`config.mk`:
```
export PLATFORM = sky130hd
export DESIGN_NAME = selfinv_l1
export DESIGN_NICKNAME = d
export VERILOG_FILES = /design/src/rtl/l1sc_pkg.sv /design/src/rtl/l1sc_addr_split.sv /design/src/rtl/l1sc_line_purge.sv /design/src/rtl/l1sc_reg_tracker.sv /design/src/rtl/selfinv_l1.sv
export SDC_FILE = /design/constraint.sdc
export NUM_CORES = 2
export LEC_CHECK = 0
export BUFFER_PORTS_ARGS = -buffer_cell sky130_fd_sc_hd__buf_2
export CORE_MARGIN = 2
export CORE_UTILIZATION = 45
export DETAILED_ROUTE_END_ITERATION = 16
export PLACE_DENSITY = 0.6
export REMOVE_ABC_BUFFERS = 1
export SLEW_MARGIN = 0
export SYNTH_ARGS = -nofsm -noshare
export SYNTH_HDL_FRONTEND = slang
export SYNTH_SLANG_ARGS = --single-unit
```
`constraint.sdc`:
```
create_clock -name clk -period 7.4 [get_ports clk]
set_clock_uncertainty 0.1 [all_clocks]
set_input_delay 1.11 -clock clk [delete_from_list [all_inputs] [get_ports clk]]
set_output_delay 1.11 -clock clk [all_outputs]
set_load 0.1 [all_outputs]
```
`src/rtl/l1sc_pkg.sv`:
```
package l1sc_pkg;
  localparam logic [1:0] WS_INV = 2'b00;
  localparam logic [1:0] WS_VAL = 2'b01;
  localparam logic [1:0] WS_REG = 2'b10;

  localparam logic KIND_READ = 1'b0;
  localparam logic KIND_REGISTER = 1'b1;
  localparam logic KIND_FILL = 1'b0;
  localparam logic KIND_ACK = 1'b1;

  typedef enum logic [2:0] {
    C_IDLE,
    C_RDREQ,
    C_RDWAIT,
    C_REGREQ,
    C_RSP,
    C_SCAN
  } ctrl_state_e;
endpackage

```
`src/rtl/l1sc_addr_split.sv`:
```
module l1sc_addr_split #(
  parameter int WADDR_W = 14,
  parameter int WSEL_W  = 4,
  parameter int IDX_W   = 2,
  parameter int TAG_W   = 8
) (
  input  logic [WADDR_W-1:0] waddr,
  output logic [WSEL_W-1:0]  word_sel,
  output logic [IDX_W-1:0]   line_sel,
  output logic [TAG_W-1:0]   tag
);
  assign word_sel = waddr[WSEL_W-1:0];
  assign line_sel = waddr[WSEL_W+IDX_W-1:WSEL_W];
  assign tag      = waddr[WADDR_W-1:WSEL_W+IDX_W];
endmodule

```
`src/rtl/l1sc_line_purge.sv`:
```
module l1sc_line_purge
  import l1sc_pkg::*;
#(
  parameter int LINE_WORDS = 16,
  parameter int REG_W      = 5,
  localparam int MASK_W    = 1 << REG_W
) (
  input  logic [LINE_WORDS-1:0][1:0] st_in,
  input  logic [LINE_WORDS-1:0]      touched,
  input  logic [REG_W-1:0]           region,
  input  logic [MASK_W-1:0]          mask,
  output logic [LINE_WORDS-1:0][1:0] st_out
);
  logic region_hit;
  assign region_hit = mask[region];

  for (genvar g = 0; g < LINE_WORDS; g++) begin : g_word
    always_comb begin
      if (st_in[g] == WS_VAL && region_hit && !touched[g])
        st_out[g] = WS_INV;
      else
        st_out[g] = st_in[g];
    end
  end
endmodule

```
`src/rtl/l1sc_reg_tracker.sv`:
```
module l1sc_reg_tracker #(
  parameter int MAX_PEND = 8,
  localparam int CNT_W   = $clog2(MAX_PEND + 1)
) (
  input  logic clk,
  input  logic rst_n,
  input  logic inc,
  input  logic dec,
  output logic busy,
  output logic full
);
  logic [CNT_W-1:0] cnt_q;

  always_ff @(posedge clk or negedge rst_n) begin
    if (!rst_n) begin
      cnt_q <= '0;
    end else if (inc && !dec) begin
      cnt_q <= cnt_q + 1'b1;
    end else if (dec && !inc && cnt_q != '0) begin
      cnt_q <= cnt_q - 1'b1;
    end
  end

  assign busy = (cnt_q != '0);
  assign full = (cnt_q == CNT_W'(MAX_PEND));
endmodule

```
`src/rtl/selfinv_l1.sv`:
```
module selfinv_l1
  import l1sc_pkg::*;
#(
  parameter int WADDR_W    = 14,
  parameter int DATA_W     = 32,
  parameter int LINE_WORDS = 16,
  parameter int NUM_LINES  = 4,
  parameter int REG_W      = 5,
  parameter int MAX_PEND   = 8,
  localparam int MASK_W    = 1 << REG_W
) (
  input  logic               clk,
  input  logic               rst_n,
  input  logic               core_req_valid,
  output logic               core_req_ready,
  input  logic               core_req_write,
  input  logic [WADDR_W-1:0] core_req_waddr,
  input  logic [DATA_W-1:0]  core_req_wdata,
  input  logic [REG_W-1:0]   core_req_region,
  output logic               core_rsp_valid,
  input  logic               core_rsp_ready,
  output logic [DATA_W-1:0]  core_rsp_rdata,
  output logic               l2_req_valid,
  input  logic               l2_req_ready,
  output logic               l2_req_kind,
  output logic [WADDR_W-1:0] l2_req_waddr,
  output logic [DATA_W-1:0]  l2_req_wdata,
  input  logic               l2_rsp_valid,
  input  logic               l2_rsp_kind,
  input  logic [DATA_W-1:0]  l2_rsp_rdata,
  input  logic               phase_start,
  input  logic [MASK_W-1:0]  phase_mask,
  output logic               phase_done,
  output logic               regs_busy
);
  localparam int WSEL_W = $clog2(LINE_WORDS);
  localparam int IDX_W  = $clog2(NUM_LINES);
  localparam int TAG_W  = WADDR_W - WSEL_W - IDX_W;

  ctrl_state_e state_q;

  // Per-line storage: tag, valid, region, per-word state, touched and data
  logic [TAG_W-1:0]           tag_q    [NUM_LINES];
  logic                       lval_q   [NUM_LINES];
  logic [REG_W-1:0]           region_q [NUM_LINES];
  logic [LINE_WORDS-1:0][1:0] st_q     [NUM_LINES];
  logic [LINE_WORDS-1:0]      touch_q  [NUM_LINES];
  logic [DATA_W-1:0]          data_q   [NUM_LINES][LINE_WORDS];

  // Captured request
  logic [WSEL_W-1:0]  q_word;
  logic [IDX_W-1:0]   q_line;
  logic [WADDR_W-1:0] q_waddr;
  logic [DATA_W-1:0]  q_wdata;
  logic [DATA_W-1:0]  rsp_data_q;

  // Phase-end control
  logic               pend_q;
  logic [MASK_W-1:0]  mask_q;
  logic [IDX_W-1:0]   scan_idx_q;
  logic               done_q;

  // Lookup of the incoming request
  logic [WSEL_W-1:0]  in_word;
  logic [IDX_W-1:0]   in_line;
  logic [TAG_W-1:0]   in_tag;
  logic               hit_line;
  logic [1:0]         cur_state;
  logic               accept;
  logic               fill_in;

  l1sc_addr_split #(
    .WADDR_W(WADDR_W), .WSEL_W(WSEL_W), .IDX_W(IDX_W), .TAG_W(TAG_W)
  ) u_split (
    .waddr(core_req_waddr), .word_sel(in_word), .line_sel(in_line), .tag(in_tag)
  );

  assign hit_line  = lval_q[in_line] && (tag_q[in_line] == in_tag);
  assign cur_state = hit_line ? st_q[in_line][in_word] : WS_INV;
  assign core_req_ready = (state_q == C_IDLE) && !pend_q;
  assign accept    = core_req_ready && core_req_valid;
  assign fill_in   = (state_q == C_RDWAIT) && l2_rsp_valid && (l2_rsp_kind == KIND_FILL);

  // Registration bookkeeping
  logic reg_full;
  logic reg_inc;
  logic ack_in;

  assign ack_in  = l2_rsp_valid && (l2_rsp_kind == KIND_ACK);
  assign reg_inc = (state_q == C_REGREQ) && !reg_full && l2_req_ready;

  l1sc_reg_tracker #(.MAX_PEND(MAX_PEND)) u_regs (
    .clk(clk), .rst_n(rst_n), .inc(reg_inc), .dec(ack_in),
    .busy(regs_busy), .full(reg_full)
  );

  // Purge logic for the line under scan
  logic [LINE_WORDS-1:0][1:0] purged;

  l1sc_line_purge #(.LINE_WORDS(LINE_WORDS), .REG_W(REG_W)) u_purge (
    .st_in(st_q[scan_idx_q]), .touched(touch_q[scan_idx_q]),
    .region(region_q[scan_idx_q]), .mask(mask_q), .st_out(purged)
  );

  // Control and state arrays
  always_ff @(posedge clk or negedge rst_n) begin
    if (!rst_n) begin
      state_q    <= C_IDLE;
      pend_q     <= 1'b0;
      mask_q     <= '0;
      scan_idx_q <= '0;
      done_q     <= 1'b0;
      q_word     <= '0;
      q_line     <= '0;
      q_waddr    <= '0;
      q_wdata    <= '0;
      rsp_data_q <= '0;
      for (int i = 0; i < NUM_LINES; i++) begin
        tag_q[i]    <= '0;
        lval_q[i]   <= 1'b0;
        region_q[i] <= '0;
        st_q[i]     <= '0;
        touch_q[i]  <= '0;
      end
    end else begin
      done_q <= 1'b0;
      case (state_q)
        C_IDLE: begin
          if (pend_q) begin
            if (!regs_busy) begin
              state_q    <= C_SCAN;
              scan_idx_q <= '0;
              pend_q     <= 1'b0;
            end
          end else if (core_req_valid) begin
            q_word  <= in_word;
            q_line  <= in_line;
            q_waddr <= core_req_waddr;
            q_wdata <= core_req_wdata;
            if (!hit_line) begin
              lval_q[in_line]   <= 1'b1;
              tag_q[in_line]    <= in_tag;
              region_q[in_line] <= core_req_region;
              st_q[in_line]     <= '0;
              touch_q[in_line]  <= '0;
            end
            if (core_req_write) begin
              st_q[in_line][in_word] <= WS_REG;
              rsp_data_q <= '0;
              state_q    <= (cur_state == WS_REG) ? C_RSP : C_REGREQ;
            end else if (cur_state == WS_INV) begin
              state_q <= C_RDREQ;
            end else begin
              touch_q[in_line][in_word] <= 1'b1;
              rsp_data_q <= data_q[in_line][in_word];
              state_q    <= C_RSP;
            end
          end
        end
        C_RDREQ: begin
          if (l2_req_ready) state_q <= C_RDWAIT;
        end
        C_RDWAIT: begin
          if (fill_in) begin
            st_q[q_line][q_word]    <= WS_VAL;
            touch_q[q_line][q_word] <= 1'b1;
            rsp_data_q <= l2_rsp_rdata;
            state_q    <= C_RSP;
          end
        end
        C_REGREQ: begin
          if (reg_inc) state_q <= C_RSP;
        end
        C_RSP: begin
          if (core_rsp_ready) state_q <= C_IDLE;
        end
        C_SCAN: begin
          st_q[scan_idx_q]    <= purged;
          touch_q[scan_idx_q] <= '0;
          if (scan_idx_q == IDX_W'(NUM_LINES - 1)) begin
            state_q <= C_IDLE;
            done_q  <= 1'b1;
          end else begin
            scan_idx_q <= scan_idx_q + 1'b1;
          end
        end
        default: state_q <= C_IDLE;
      endcase
      if (phase_start) begin
        pend_q <= 1'b1;
        mask_q <= phase_mask;
      end
    end
  end

  // Word data array (no reset: contents are qualified by word state)
  always_ff @(posedge clk) begin
    if (accept && core_req_write)
      data_q[in_line][in_word] <= core_req_wdata;
    if (fill_in)
      data_q[q_line][q_word] <= l2_rsp_rdata;
  end

  assign l2_req_valid   = (state_q == C_RDREQ) || ((state_q == C_REGREQ) && !reg_full);
  assign l2_req_kind    = (state_q == C_REGREQ) ? KIND_REGISTER : KIND_READ;
  assign l2_req_waddr   = q_waddr;
  assign l2_req_wdata   = q_wdata;
  assign core_rsp_valid = (state_q == C_RSP);
  assign core_rsp_rdata = rsp_data_q;
  assign phase_done     = done_q;
endmodule

```
==> metrics.txt <==
fin. max-slew vios 17; H-tree Lvls 5; outcome finished with violations; Post-synth ARST share 0.153; row count 173; number of port buffers 207; max-cap violation count 1; Setup CP Type primary input to register; Relative slew margins -0.0272; core area 0.222 mm2; Tcrit/Tclk final 0.700; total routed wirelength 355 mm; largest area contributor in the netlist edfxtp_1; fin crit period 5.18 ns; commonest non-fill, non-tap cell in the layout edfxtp_1; Final setup violation count 0; Max FO, Critical Path 26; static leakage 37.8 nW; Max Buffers Root-to-Sink 4; layout cells sized above 1 0.269; violated checks capacitance limit, slew limit; Required @ worst endpoint 8.10 ns; vias in the first global route 58100; CTS tree done; CP Capture Type register; CP startpoint kind primary input; RSZ-0062 raised after global routing false; Sw Share 0.319; clk root buf clkbuf_16; die height 476 um; Die X 476 um; DR vias 62100; critical path's largest stage delay 0.87 ns; Mapped Cells 5705; Fmax 0.193 GHz; Hold Crit Class primary input to asynchronous set/reset pin; synth warn 0; total design power 37.2 mW; Flop pwr share 0.437; Post-CTS Setup Bufs 0; Yosys reg bits 2417; first-pass GRT wire length 485 mm; CP cell instances buf_2, inv_1, nor2_1, nand2_1, nor2_1, nor3_1, a31oi_1, a21oi_1, mux2i_1; final hold vios 0; P_sw 11.9 mW; post-synthesis sequential area ratio 0.707; DRC errors left 0; logic gate share of total power 0.210; Synth Area per Inst 17.5 um2; gr usage total 0.312; Yosys cell types 96; final antenna-violating net count 0; post-synth top area share 0.614; Worst path most repeated cell nor2_1; PD cells 326 mW/mm2; Routed WL per cell 38.6 um; initial antenna violation count 32; clock transition at the registers of the reported paths 0.06 ns; Hold Buf Count CTS 0; setup_tns 0 ns; largest net degree at the start of global routing 145; Initial Utilization 0.452; internal power 25.3 mW; crit path DAT 5.88 ns; WHS 0.198 ns; GPL Wtd Cong 1.02; worst ir drop on vdd 0.000364 V; Mapped Area 0.100 mm2; Clock Latency Late Sink 0.94 ns; Nets 6139; EDFF count, synth 2048; ranking of synthesized cells by area edfxtp_1 61%, mux4_2 14%, dfrtp_1 9.2%; Ports 208; Starting DRT DRC Count 10500; Slew @ Worst Pin 1.54 ns; Detailed Place HPWL 221 mm; WP buf/inv 2; full die area 0.226 mm2; Crit path max-delay family simple AND/OR/NAND/NOR gates; first drt pass iteration count 7; CTS Buf Count 275; commonest cells after routing, fill and taps aside 2048 x edfxtp_1, 605 x mux4_2, 487 x nand2_1, 367 x dfrtp_1, 306 x o21ai_0; Resized Gates After CTS 0; Avg Vias per Cell 6.76; clock share of power 0.353; P&R area growth vs syn 13.9%; total grt overflow 0; CP max-delay cell a31oi_1; Sinks on Clock Net 2417; Top FF cell, synth edfxtp_1
cell families (layout without fill, tap and decap cells):
kind of cell	after synthesis	count (layout)	synth area share
flip-flops	2417	2417	0.707
XOR/XNOR	15	15	0.00131
AO/OA/AOI/OAI	1039	1039	0.0674
buffers and inverters	404	902	0.0207
adder cells (fa/ha/maj)	7	7	0.000950
other	0	20	0
multiplexers	828	828	0.160
AND/OR/NAND/NOR	995	995	0.0428
sequential cells by signal, indices dropped and copies added, names as in the netlist:
name / cells
tag_q: 32
scan_idx_q: 2
state_q: 3
l2_req_waddr: 10
st_q: 128
q_line: 1
phase_done: 1
core_rsp_rdata: 32
mask_q: 32
pend_q: 1
data_q: 2048
region_q: 20
touch_q: 64
u_regs.cnt_q: 4
lval_q: 4
q_word: 3
l2_req_wdata: 32
power by group through the flow:
stage / registers [mW] / logic, mW / clock network (mW)
global route: 16.3 / 8.00 / 13.7
finish: 16.2 / 7.81 / 13.1
CTS: 16.2 / 7.56 / 13.2
global placement: 16.5 / 7.47 / 0
floorplan: 17.6 / 3.27 / 0
detailed placement: 16.5 / 7.55 / 0
metal layers:
layer / global-route usage / vias to the layer above / wire [um]
met5: 0 / - / 131
met3: 0.104 / 1067 / 48600
li1: - / 23700 / -
met1: 0.423 / 32500 / 130000
met4: 0.167 / 20 / 23800
met2: 0.446 / 4818 / 153000
cell usage after synthesis, types with 34 or more instances:
cell type and number:
a221oi_1 39, edfxtp_1 2048, nand3_1 41, nor2_1 277
dfrtp_1 369, mux2_2 129, nor3_1 42, o21ai_0 308
mux2i_1 82, o22ai_1 35, buf_2 104, a21oi_1 186
buf_4 36, clkbuf_1 164, a22oi_1 161, mux4_2 605
nand2_1 515, a31oi_1 39, inv_1 34, a211oi_1 36
stage by stage:
| step | setup slack, ns | area (um2) | util | cells |
|---|---|---|---|---|
| 3_3_place_gp | 1.61 | 105000 | 0.476 | 8704 |
| 5_1_grt | 2.31 | 114000 | 0.514 | 9179 |
| 6_report | 2.22 | 114000 | 0.514 | 9198 |
| 2_1_floorplan | 0.761 | 98200 | - | 5337 |
| 4_1_cts | 2.38 | 114000 | 0.514 | 9177 |
| 3_5_place_dp | 1.86 | 105000 | 0.476 | 8705 |
final timing paths:
path	start	to	slack, ns	depth (start not counted)
max in group asynchronous	rst_n	scan_idx_q[0]	5.52	2
min reg2reg	l2_req_wdata[26]	l2_req_wdata[26]	0.37	2
max	core_req_waddr[3]	core_rsp_rdata[0]	2.22	9
max reg2reg	state_q[1]	data_q[2][255]	2.25	9
min	rst_n	st_q[39]	0.20	1
min in group clk	core_req_wdata[14]	l2_req_wdata[14]	0.29	3
area by class of cell:
| type | instances | area (um2) |
|---|---|---|
| inverters | 36 | 135 |
| well taps | 2975 | 3720 |
| diodes | 20 | 50.0 |
| multi-input cells | 2884 | 28200 |
| fillers | 18000 | 108000 |
| clock buffers | 355 | 7430 |
| clock inverters | 117 | 1040 |
| repair buffers | 394 | 2650 |
| flip-flops and latches | 2417 | 70700 |
No activity file was read; power rests on OpenSTA's default activity.
